## src/rtl/pw_pkg.sv

```systemverilog
package pw_pkg;
  localparam int unsigned BIT_P  = 0;
  localparam int unsigned BIT_RW = 1;
  localparam int unsigned BIT_US = 2;
  localparam int unsigned BIT_A  = 5;
  localparam int unsigned BIT_D  = 6;

  typedef enum logic [2:0] {
    WALK_IDLE,
    WALK_DIR_RD,
    WALK_DIR_WB,
    WALK_TBL_RD,
    WALK_TBL_WB,
    WALK_RSP
  } walk_state_e;

  typedef struct packed {
    logic user;
    logic write;
    logic prot;
  } fault_code_t;
endpackage

```

## src/rtl/pw_dir_base.sv

```systemverilog
module pw_dir_base #(
  parameter int unsigned FRAME_W = 20
) (
  input  logic               clk_i,
  input  logic               rst_ni,
  input  logic               we_i,
  input  logic [FRAME_W-1:0] wdata_i,
  output logic [FRAME_W-1:0] frame_o
);
  logic [FRAME_W-1:0] frame_q;

  always_ff @(posedge clk_i or negedge rst_ni) begin
    if (!rst_ni)   frame_q <= '0;
    else if (we_i) frame_q <= wdata_i;
  end

  assign frame_o = frame_q;


  base_load_chk: assert property (@(posedge clk_i) disable iff (!rst_ni)
    we_i |=> frame_o == $past(wdata_i));
endmodule

```

## src/rtl/pw_rights.sv

```systemverilog
module pw_rights #(
  parameter int unsigned LEVELS = 2
) (
  input  logic              user_i,
  input  logic              write_i,
  input  logic [LEVELS-1:0] us_i,
  input  logic [LEVELS-1:0] rw_i,
  output logic              allow_o
);
  logic [LEVELS-1:0] lvl_ok;

  // every level must grant user access; the most restrictive level wins
  for (genvar g = 0; g < LEVELS; g++) begin : g_lvl
    assign lvl_ok[g] = us_i[g] & (~write_i | rw_i[g]);
  end

  assign allow_o = ~user_i | (&lvl_ok);


  always_comb begin
    if (!user_i) sup_allow_chk: assert (allow_o);
  end
endmodule

```

## src/rtl/pw_walker.sv

```systemverilog
module pw_walker import pw_pkg::*; #(
  parameter  int unsigned IDX_W  = 10,
  localparam int unsigned OFF_W  = IDX_W + 2,
  localparam int unsigned ADDR_W = 2 * IDX_W + OFF_W
) (
  input  logic                    clk_i,
  input  logic                    rst_ni,
  input  logic                    paging_en_i,
  input  logic [ADDR_W-OFF_W-1:0] base_i,
  input  logic                    req_valid_i,
  output logic                    req_ready_o,
  input  logic [ADDR_W-1:0]       req_laddr_i,
  input  logic                    req_write_i,
  input  logic                    req_user_i,
  output logic                    mem_req_o,
  output logic                    mem_we_o,
  output logic [ADDR_W-1:0]       mem_addr_o,
  output logic [ADDR_W-1:0]       mem_wdata_o,
  input  logic                    mem_ready_i,
  input  logic [ADDR_W-1:0]       mem_rdata_i,
  output logic                    rsp_valid_o,
  input  logic                    rsp_ready_i,
  output logic [ADDR_W-1:0]       rsp_paddr_o,
  output logic                    rsp_fault_o,
  output fault_code_t             rsp_fcode_o,
  output logic [ADDR_W-1:0]       fault_addr_o
);
  walk_state_e       state_q, state_d;
  logic [ADDR_W-1:0] laddr_q, pde_q, pte_q, paddr_q, paddr_d, fault_addr_q;
  logic [ADDR_W-1:0] dir_wb, tbl_wb;
  logic              write_q, user_q, fault_q;
  fault_code_t       fcode_q;
  logic              fault_set, fault_prot, pa_set;
  logic              allow, need_wb, ent_p, mem_done;

  assign mem_done = mem_req_o & mem_ready_i;
  assign ent_p    = mem_rdata_i[BIT_P];
  assign need_wb  = ~mem_rdata_i[BIT_A] | (write_q & ~mem_rdata_i[BIT_D]);

  pw_rights #(.LEVELS(2)) u_rights (
    .user_i  (user_q),
    .write_i (write_q),
    .us_i    ({pde_q[BIT_US], mem_rdata_i[BIT_US]}),
    .rw_i    ({pde_q[BIT_RW], mem_rdata_i[BIT_RW]}),
    .allow_o (allow)
  );

  always_comb begin
    dir_wb = pde_q;
    dir_wb[BIT_A] = 1'b1;
    tbl_wb = pte_q;
    tbl_wb[BIT_A] = 1'b1;
    if (write_q) tbl_wb[BIT_D] = 1'b1;
  end

  always_comb begin
    state_d    = state_q;
    fault_set  = 1'b0;
    fault_prot = 1'b0;
    pa_set     = 1'b0;
    paddr_d    = '0;
    unique case (state_q)
      WALK_IDLE: if (req_valid_i) begin
        if (paging_en_i) state_d = WALK_DIR_RD;
        else begin
          state_d = WALK_RSP;
          pa_set  = 1'b1;
          paddr_d = req_laddr_i;
        end
      end
      WALK_DIR_RD: if (mem_ready_i) begin
        if (!ent_p) begin
          state_d   = WALK_RSP;
          fault_set = 1'b1;
        end else if (!mem_rdata_i[BIT_A]) state_d = WALK_DIR_WB;
        else state_d = WALK_TBL_RD;
      end
      WALK_DIR_WB: if (mem_ready_i) state_d = WALK_TBL_RD;
      WALK_TBL_RD: if (mem_ready_i) begin
        if (!ent_p || !allow) begin
          state_d    = WALK_RSP;
          fault_set  = 1'b1;
          fault_prot = ent_p;
        end else begin
          state_d = need_wb ? WALK_TBL_WB : WALK_RSP;
          pa_set  = 1'b1;
          paddr_d = {mem_rdata_i[ADDR_W-1:OFF_W], laddr_q[OFF_W-1:0]};
        end
      end
      WALK_TBL_WB: if (mem_ready_i) state_d = WALK_RSP;
      WALK_RSP:    if (rsp_ready_i) state_d = WALK_IDLE;
      default:     state_d = WALK_IDLE;
    endcase
  end

  always_ff @(posedge clk_i or negedge rst_ni) begin
    if (!rst_ni) begin
      state_q      <= WALK_IDLE;
      laddr_q      <= '0;
      write_q      <= 1'b0;
      user_q       <= 1'b0;
      pde_q        <= '0;
      pte_q        <= '0;
      paddr_q      <= '0;
      fault_q      <= 1'b0;
      fcode_q      <= '0;
      fault_addr_q <= '0;
    end else begin
      state_q <= state_d;
      if (state_q == WALK_IDLE && req_valid_i) begin
        laddr_q <= req_laddr_i;
        write_q <= req_write_i;
        user_q  <= req_user_i;
      end
      if (state_q == WALK_DIR_RD && mem_ready_i) pde_q <= mem_rdata_i;
      if (state_q == WALK_TBL_RD && mem_ready_i) pte_q <= mem_rdata_i;
      if (pa_set) begin
        paddr_q <= paddr_d;
        fault_q <= 1'b0;
        fcode_q <= '0;
      end
      if (fault_set) begin
        paddr_q      <= '0;
        fault_q      <= 1'b1;
        fcode_q      <= '{user: user_q, write: write_q, prot: fault_prot};
        fault_addr_q <= laddr_q;
      end
    end
  end

  assign req_ready_o = (state_q == WALK_IDLE);
  assign mem_req_o   = (state_q == WALK_DIR_RD) || (state_q == WALK_DIR_WB) ||
                       (state_q == WALK_TBL_RD) || (state_q == WALK_TBL_WB);
  assign mem_we_o    = (state_q == WALK_DIR_WB) || (state_q == WALK_TBL_WB);

  always_comb begin
    if (state_q == WALK_DIR_RD || state_q == WALK_DIR_WB)
      mem_addr_o = {base_i, laddr_q[ADDR_W-1 -: IDX_W], 2'b00};
    else
      mem_addr_o = {pde_q[ADDR_W-1:OFF_W], laddr_q[OFF_W+IDX_W-1:OFF_W], 2'b00};
    unique case (state_q)
      WALK_DIR_WB: mem_wdata_o = dir_wb;
      WALK_TBL_WB: mem_wdata_o = tbl_wb;
      default:     mem_wdata_o = '0;
    endcase
  end

  assign rsp_valid_o  = (state_q == WALK_RSP);
  assign rsp_paddr_o  = paddr_q;
  assign rsp_fault_o  = fault_q;
  assign rsp_fcode_o  = fcode_q;
  assign fault_addr_o = fault_addr_q;


  mem_hold_chk: assert property (@(posedge clk_i) disable iff (!rst_ni)
    mem_req_o && !mem_ready_i |=> mem_req_o && $stable(mem_addr_o) &&
                                  $stable(mem_we_o) && $stable(mem_wdata_o));

  rsp_hold_chk: assert property (@(posedge clk_i) disable iff (!rst_ni)
    rsp_valid_o && !rsp_ready_i |=> rsp_valid_o && $stable(rsp_paddr_o) &&
                                    $stable(rsp_fault_o) && $stable(rsp_fcode_o));

  one_walk_chk: assert property (@(posedge clk_i) disable iff (!rst_ni)
    req_ready_o |-> !rsp_valid_o && !mem_req_o);

  wb_sets_a_chk: assert property (@(posedge clk_i) disable iff (!rst_ni)
    mem_req_o && mem_we_o |-> mem_wdata_o[BIT_A]);

  np_stop_chk: assert property (@(posedge clk_i) disable iff (!rst_ni)
    mem_done && !mem_we_o && !mem_rdata_i[BIT_P] |=> !mem_req_o && rsp_valid_o && rsp_fault_o);

  offset_chk: assert property (@(posedge clk_i) disable iff (!rst_ni)
    rsp_valid_o && !rsp_fault_o |-> rsp_paddr_o[OFF_W-1:0] == laddr_q[OFF_W-1:0]);

  fault_addr_chk: assert property (@(posedge clk_i) disable iff (!rst_ni)
    rsp_valid_o && rsp_fault_o |-> fault_addr_o == laddr_q);
endmodule

```

## src/rtl/pt_walker.sv

```systemverilog
module pt_walker import pw_pkg::*; #(
  parameter  int unsigned IDX_W   = 10,
  localparam int unsigned OFF_W   = IDX_W + 2,
  localparam int unsigned ADDR_W  = 2 * IDX_W + OFF_W,
  localparam int unsigned FRAME_W = ADDR_W - OFF_W
) (
  input  logic               clk_i,
  input  logic               rst_ni,
  input  logic               paging_en_i,
  input  logic               base_we_i,
  input  logic [FRAME_W-1:0] base_wdata_i,
  input  logic               req_valid_i,
  output logic               req_ready_o,
  input  logic [ADDR_W-1:0]  req_laddr_i,
  input  logic               req_write_i,
  input  logic               req_user_i,
  output logic               mem_req_o,
  output logic               mem_we_o,
  output logic [ADDR_W-1:0]  mem_addr_o,
  output logic [ADDR_W-1:0]  mem_wdata_o,
  input  logic               mem_ready_i,
  input  logic [ADDR_W-1:0]  mem_rdata_i,
  output logic               rsp_valid_o,
  input  logic               rsp_ready_i,
  output logic [ADDR_W-1:0]  rsp_paddr_o,
  output logic               rsp_fault_o,
  output logic [2:0]         rsp_fcode_o,
  output logic [ADDR_W-1:0]  fault_addr_o
);
  logic [FRAME_W-1:0] base_frame;
  fault_code_t        fcode;

  pw_dir_base #(.FRAME_W(FRAME_W)) u_base (
    .clk_i   (clk_i),
    .rst_ni  (rst_ni),
    .we_i    (base_we_i),
    .wdata_i (base_wdata_i),
    .frame_o (base_frame)
  );

  pw_walker #(.IDX_W(IDX_W)) u_walk (
    .clk_i        (clk_i),
    .rst_ni       (rst_ni),
    .paging_en_i  (paging_en_i),
    .base_i       (base_frame),
    .req_valid_i  (req_valid_i),
    .req_ready_o  (req_ready_o),
    .req_laddr_i  (req_laddr_i),
    .req_write_i  (req_write_i),
    .req_user_i   (req_user_i),
    .mem_req_o    (mem_req_o),
    .mem_we_o     (mem_we_o),
    .mem_addr_o   (mem_addr_o),
    .mem_wdata_o  (mem_wdata_o),
    .mem_ready_i  (mem_ready_i),
    .mem_rdata_i  (mem_rdata_i),
    .rsp_valid_o  (rsp_valid_o),
    .rsp_ready_i  (rsp_ready_i),
    .rsp_paddr_o  (rsp_paddr_o),
    .rsp_fault_o  (rsp_fault_o),
    .rsp_fcode_o  (fcode),
    .fault_addr_o (fault_addr_o)
  );

  assign rsp_fcode_o = fcode;
endmodule

```

## config.mk

```make
export PLATFORM = sky130hd
export DESIGN_NAME = pt_walker
export DESIGN_NICKNAME = d
export VERILOG_FILES = /design/src/rtl/pw_pkg.sv /design/src/rtl/pw_dir_base.sv /design/src/rtl/pw_rights.sv /design/src/rtl/pw_walker.sv /design/src/rtl/pt_walker.sv
export SDC_FILE = /design/constraint.sdc
export NUM_CORES = 1
export LEC_CHECK = 0
export BUFFER_PORTS_ARGS = -buffer_cell sky130_fd_sc_hd__buf_2
export CORE_AREA = 8 8 153 155
export DETAILED_ROUTE_END_ITERATION = 6
export DIE_AREA = 0 0 161 163
export SLEW_MARGIN = 20
export SYNTH_ARGS = -nofsm -noshare
export SYNTH_HDL_FRONTEND = slang
export SYNTH_SLANG_ARGS = --single-unit
```

## constraint.sdc

```tcl
create_clock -name clk_i -period 4.5 [get_ports clk_i]
set_input_delay 0.9 -clock clk_i [delete_from_list [all_inputs] [get_ports clk_i]]
set_output_delay 0.9 -clock clk_i [all_outputs]
set_load 0.01 [all_outputs]
```

==> results.sh, run 1 <==
export IMPL_maxSlewHeadroom_pct=32.7
export IMPL_ys_top_cells_by_area="dfrtp_1 57%, mux2_2 17%, nand2_1 4.7%"
export IMPL_area_growth_pct=23.8
export IMPL_clock_latency_ps=430
export IMPL_end_kind="output port"
export IMPL_wl_per_cell_um=20.6
export IMPL_clk_path_buf_depth=2
export IMPL_antenna_found_initial=0
export IMPL_antennaDiodeCount=0
export IMPL_first_pass_iters=4
export IMPL_hold_viol_final=0
export IMPL_finalSetupTns_ps=0
export IMPL_grt_max_degree=110
export IMPL_final_nets=935
export IMPL_row_count=53
export IMPL_ioPinCount=229
export IMPL_p_clk_share_pct=19.4
export IMPL_seq_area_frac_synth_pct=56.9
export IMPL_holdWs_ps=479
export IMPL_core_area_mm2=0.0208
export IMPL_ys_ff_latch=187
export IMPL_comb_power_share_pct=40.5
export IMPL_die_area_mm2=0.0262
export IMPL_gr_usage_all_layers_pct=17.8
export IMPL_fin_crit_ps=3770
export IMPL_synth_top_area_share_pct=56.9
export IMPL_hp_class="reg -> reg"
export IMPL_n_fill_cell=1910
export IMPL_ant_nets=0
export IMPL_fmax_mhz=265
export IMPL_yosysWarnings=0
export IMPL_drt_wl_total_mm=23.3
export IMPL_synth_avg_cell_area_um2=13.0
export IMPL_synth_async_sr_flop_share_pct=100
export IMPL_yosysMostFrequentCell="dfrtp_1"
export IMPL_required_ps=3600
export IMPL_swShare_pct=36.3
export IMPL_finalClockSkew_ps=14.0
export IMPL_crit_type="reg -> out"
export IMPL_die_h_um=163
export IMPL_syn_instance_count=631
export IMPL_power_density_mw_per_mm2=743
export IMPL_postLayoutCellArea_mm2=0.0102
export IMPL_overflow=0
export IMPL_vias=5806
export IMPL_cts_setup_buffers=0
export IMPL_yosys_top_cells_count="187 x dfrtp_1, 121 x mux2_2, 103 x nand2_1"
export IMPL_die_x_um=161
export IMPL_rsz0062_at_grt="no"
export IMPL_dpl_instance_area_mm2=0.00960
export IMPL_status="completed"
export IMPL_grt_pass1_vias=6048
export IMPL_cts_sink_count=187
export IMPL_cts_reportedPaths_clkPinSlew_ps=70
export IMPL_finalMaxSlewViolations=0
export IMPL_synth_distinct_cells=39
export IMPL_synth_area_mm2=0.00822
export IMPL_route_detailed_drc=0
export IMPL_max_vdd_ir_drop_mv=0.274
export IMPL_drive_above_1_share_pct=49.6
export IMPL_worst_pin_slew_ps=1010
export IMPL_cts_root_buf="clkbuf_16"
export IMPL_dp_hpwl_mm=16.7
export IMPL_start_kind="register"
export IMPL_cts_resized_gates=0
export IMPL_yosysTopAreaCell="dfrtp_1"
export IMPL_critPathArrivalTime_ps=2870
export IMPL_setup_viol_count_final=0
export IMPL_p_leak_nw=5.00
export IMPL_synth_ff_type="dfrtp_1"
export IMPL_worstPathMaxFanout=30
export IMPL_switchingPower_mw=2.75
export IMPL_maxCapViolCount=0
export IMPL_p_int_mw=4.81
export IMPL_cts_hold_buf=0
export IMPL_min_period_over_period_pct=83.7
export IMPL_gp_congestion=0.813
export IMPL_worst_slack_ps=731
export IMPL_cts_tree="built"
export IMPL_seqPwrFrac_pct=40.1
export IMPL_pre_cts_slack_ps=1150
export IMPL_synth_edf_count=0
export IMPL_drtIter0Drc=336
export IMPL_ctsHtreeMaxLevel=4
export IMPL_start_util_pct=39.5
export IMPL_numCtsBuffers=17
export IMPL_port_buffers=226
export IMPL_via_per_inst=5.14
export IMPL_grt_pass1_wl_mm=36.5
==> area by class of cell <==
class / count / area (um^2) / area share [%]
flip-flops and latches: 187 / 4680 / 46.0
inverters: 3 / 11.3 / 0.111
clock buffers: 17 / 425 / 4.18
well taps: 275 / 344 / 3.38
clock inverters: 15 / 150 / 1.48
repair buffers: 240 / 1260 / 12.4
multi-input cells: 393 / 3310 / 32.5
==> critical path: stages (launching register included) <==
cell,delay [ps]
dfrtp_1,810
xnor2_1,220
nor2_4,790
mux2_2,460
buf_2,150
==> state kept, by name, summed over array words and instances (netlist names) <==
| signal | flops |
|---|---|
| u_walk.rsp_paddr_o | 32 |
| u_walk.fault_addr_o | 32 |
| u_walk.pde_q | 31 |
| u_walk.pte_q | 31 |
| u_walk.laddr_q | 32 |
| u_walk.rsp_fault_o | 1 |
| u_walk.rsp_fcode_o | 3 |
| u_walk.write_q | 1 |
| u_base.frame_o | 20 |
| u_walk.state_q | 3 |
| u_walk.user_q | 1 |
==> worst paths after layout <==
path,start,slack (ps),cells past startpoint,endpoint
setup / recovery,u_walk.state_q[1],730,4,mem_addr_o[11]
hold / removal,u_walk.pte_q[9],480,2,u_walk.pte_q[9]
setup reg to reg,u_walk.state_q[1],1770,6,u_walk.rsp_paddr_o[29]
hold reg to reg,u_walk.pte_q[9],480,2,u_walk.pte_q[9]
max in group asynchronous,rst_ni,2930,2,u_walk.pte_q[20]
min in group asynchronous,rst_ni,570,1,u_walk.rsp_paddr_o[5]
==> through the flow <==
| stage | utilization [%] | cells | power, mW |
|---|---|---|---|
| 2_1_floorplan | - | 632 | 4.94 |
| 3_3_place_gp | 46.1 | 1098 | 6.12 |
| 3_5_place_dp | 46.1 | 1098 | 6.18 |
| 4_1_cts | 48.9 | 1130 | 7.67 |
| 5_1_grt | 48.9 | 1130 | 8.06 |
| 6_report | 48.9 | 1130 | 7.56 |
==> layout by cell type (no fill, tap or decap), drive strengths merged <==
cell	n
clkbuf	18
conb	2
o21a	2
buf	239
o211ai	1
o21ai	3
or2	1
and4b	1
nand2b	1
nand3	1
a21oi	5
nor3	3
and2	32
mux2	149
xnor2	2
and3	1
o22ai	1
nor4bb	1
nor2	8
a21boi	1
a22o	32
a221oi	4
a221o	32
nor2b	1
nor3b	3
o221a	1
inv	10
clkinv	7
dfrtp	187
nand4	1
clkinvlp	1
nand2	103
nor4b	1
==> cell families (layout without fill, tap and decap cells) <==
logic type                after synthesis  in the layout  synth area share, %
AOI/OAI and AO/OA                      82             82                 9.18
xor gates and xnor gates                2              2                0.213
buffers and inverters                  52            275                 3.38
DFF                                   187            187                 56.9
muxes                                 149            149                 21.3
other                                   1              2               0.0456
and+or+nand+nor                       158            158                 8.96
==> metal layers <==
layer | vias up | global-route usage [%] | routed length, um
met4 | 0 | 6.19 | 400
li1 | 2669 | - | -
met3 | 24 | 4.75 | 1650
met5 | - | 0 | 0
met2 | 194 | 26.1 | 10400
met1 | 2919 | 24.9 | 10800
==> power by group through the flow <==
stage	sequential, mW	clock [mW]	combinational (mW)
2_1_floorplan	2.99	0	1.95
3_3_place_gp	3.05	0	3.07
3_5_place_dp	3.06	0	3.12
4_1_cts	3.04	1.51	3.13
5_1_grt	3.14	1.58	3.34
6_report	3.03	1.46	3.06
Note: power is estimated with default switching activity, not from simulation.
==> inputs of run 2 (changes only) <==
- clock period: 4.5 -> 3.81 ns (I/O delays scaled with it)
==> run 2 against run 1 <==
Net effect: total power increased by 19%; flip-flop and latch count unchanged; non-clock buffer count increased by 2; sequential power increased by 18%; routed wire length decreased by 0.65%; design area increased by 0.54%; first-iteration DRC count decreased by 18%; utilization increased by 0.26 points; critical path depth increased by 1; largest cell class unchanged; largest power group unchanged.
==> results.sh, run 2 (synthesis gave the netlist of run 1 again) <==
export IMPL_switchingPower_mw=3.25
export IMPL_cts_sink_count=187
export IMPL_swShare_pct=36.1
export IMPL_port_buffers=226
export IMPL_cpPeakStageDelay_ps=790
export IMPL_layout_common_cells="225 x buf_2, 187 x dfrtp_1, 121 x mux2_2"
export IMPL_numCtsBuffers=17
export IMPL_ctsHtreeMaxLevel=4
export IMPL_hold_viol_final=0
export IMPL_worstPathMaxFanout=30
export IMPL_drt_wl_total_mm=23.1
export IMPL_first_pass_iters=4
export IMPL_crit_start="u_walk.state_q[1]"
export IMPL_die_h_um=163
export IMPL_rsz0062_at_grt="no"
export IMPL_comb_power_share_pct=40.1
export IMPL_status="completed"
export IMPL_maxSlewHeadroom_pct=50.1
export IMPL_crit_chain="xnor2_1 > nor2_4 > buf_4 > mux2_2 > buf_2"
export IMPL_cts_hold_buf=0
export IMPL_r2r_slack_ps=1150
export IMPL_cts_root_buf="clkbuf_16"
export IMPL_power_density_mw_per_mm2=881
export IMPL_final_nets=937
export IMPL_cts_tree="built"
export IMPL_seqPwrFrac_pct=39.6
export IMPL_start_util_pct=39.5
export IMPL_cts_resized_gates=0
export IMPL_ioPinCount=229
export IMPL_fin_crit_ps=3280
export IMPL_dp_cells=1100
export IMPL_route_detailed_drc=0
export IMPL_area_growth_pct=24.4
export IMPL_p_leak_nw=5.03
export IMPL_finalSetupTns_ps=0
export IMPL_grt_pass1_vias=6131
export IMPL_start_kind="register"
export IMPL_fin_cells=1133
export IMPL_grt_max_degree=89
export IMPL_critPathArrivalTime_ps=2520
export IMPL_grt_pass1_wl_mm=36.5
export IMPL_worst_pin_slew_ps=749
export IMPL_p_clk_share_pct=20.2
export IMPL_finalMaxSlewViolations=0
export IMPL_cts_setup_buffers=0
export IMPL_setup_viol_count_final=0
export IMPL_vias=5776
export IMPL_ff2ff_path_depth=5
export IMPL_row_count=53
export IMPL_wl_per_cell_um=20.4
export IMPL_crit_slowest_cell="dfrtp_1"
export IMPL_drive_above_1_share_pct=49.7
export IMPL_postLayoutCellArea_mm2=0.0102
export IMPL_dp_hpwl_mm=16.5
export IMPL_clock_latency_ps=430
export IMPL_maxCapViolCount=0
export IMPL_ant_nets=0
export IMPL_crit_type="reg -> out"
export IMPL_required_ps=3050
export IMPL_hp_class="in -> async"
export IMPL_core_area_mm2=0.0208
export IMPL_r2r_start="u_walk.state_q[1]"
export IMPL_final_common_cell="buf_2"
export IMPL_max_vdd_ir_drop_mv=0.340
export IMPL_clk_path_buf_depth=2
export IMPL_via_per_inst=5.10
export IMPL_critPathCapture="mem_addr_o[31]"
export IMPL_end_kind="output port"
export IMPL_n_fill_cell=1918
export IMPL_min_period_over_period_pct=86.1
export IMPL_cts_reportedPaths_clkPinSlew_ps=80
export IMPL_fmax_mhz=305
export IMPL_antenna_found_initial=1
export IMPL_die_area_mm2=0.0262
export IMPL_dpl_instance_area_mm2=0.00963
export IMPL_gr_usage_all_layers_pct=17.9
export IMPL_p_int_mw=5.76
export IMPL_finalClockSkew_ps=8.79
export IMPL_rr_endpoint="u_walk.fault_addr_o[1]"
export IMPL_die_x_um=161
export IMPL_overflow=0
export IMPL_gp_congestion=0.820
export IMPL_drtIter0Drc=275
==> run 2: layout make-up <==
type / count / area, um^2 / area share, %
clock inverter: 15 / 175 / 1.71
tap: 275 / 344 / 3.36
timing repair buffer: 242 / 1280 / 12.6
inverter: 3 / 11.3 / 0.110
antenna: 1 / 2.50 / 0.0245
sequential: 187 / 4680 / 45.7
clock buffer: 17 / 425 / 4.16
multi-input combinational: 393 / 3310 / 32.3
==> run 2: power by group through the flow <==
stage,Sequential (mW),Clock (mW),Combinational [mW]
after floorplan,3.53,0,2.30
after global placement,3.61,0,3.63
after detailed placement,3.61,0,3.69
after CTS,3.58,1.87,3.70
after global routing,3.70,1.97,3.96
final,3.57,1.82,3.62
==> run 2: stage by stage <==
step | power [mW] | hold slack (ps) | setup slack [ps] | util [%]
floorplan | 5.84 | 440 | 1560 | -
global placement | 7.24 | 454 | 949 | 46.2
detailed placement | 7.30 | 464 | 972 | 46.2
CTS | 9.15 | 408 | 488 | 49.1
global route | 9.63 | 430 | 343 | 49.1
finish | 9.01 | 372 | 531 | 49.1
==> run 2: worst min path at each step <==
stage,from,end
floorplan,u_walk.pte_q[6],u_walk.pte_q[6]
global placement,u_walk.pte_q[6],u_walk.pte_q[6]
detailed placement,u_walk.pte_q[9],u_walk.pte_q[9]
CTS,rst_ni,u_walk.fault_addr_o[5]
global route,rst_ni,u_walk.fault_addr_o[5]
finish,rst_ni,u_walk.fault_addr_o[5]
==> run 2: worst max-delay path: cells and delay by family, from the launching register on <==
kind	cells	cell delay (ps)
simple gates	1	110
xor+xnor	1	220
buf+inv	2	560
mux	1	400
flops	1	790
==> run 2: layer usage <==
layer  part of all wire [%]  global-route usage (%)
met5                      0                       0
met4                    2.1                    6.61
met3                    6.3                    5.31
met2                     45                    26.7
met1                     46                    24.1
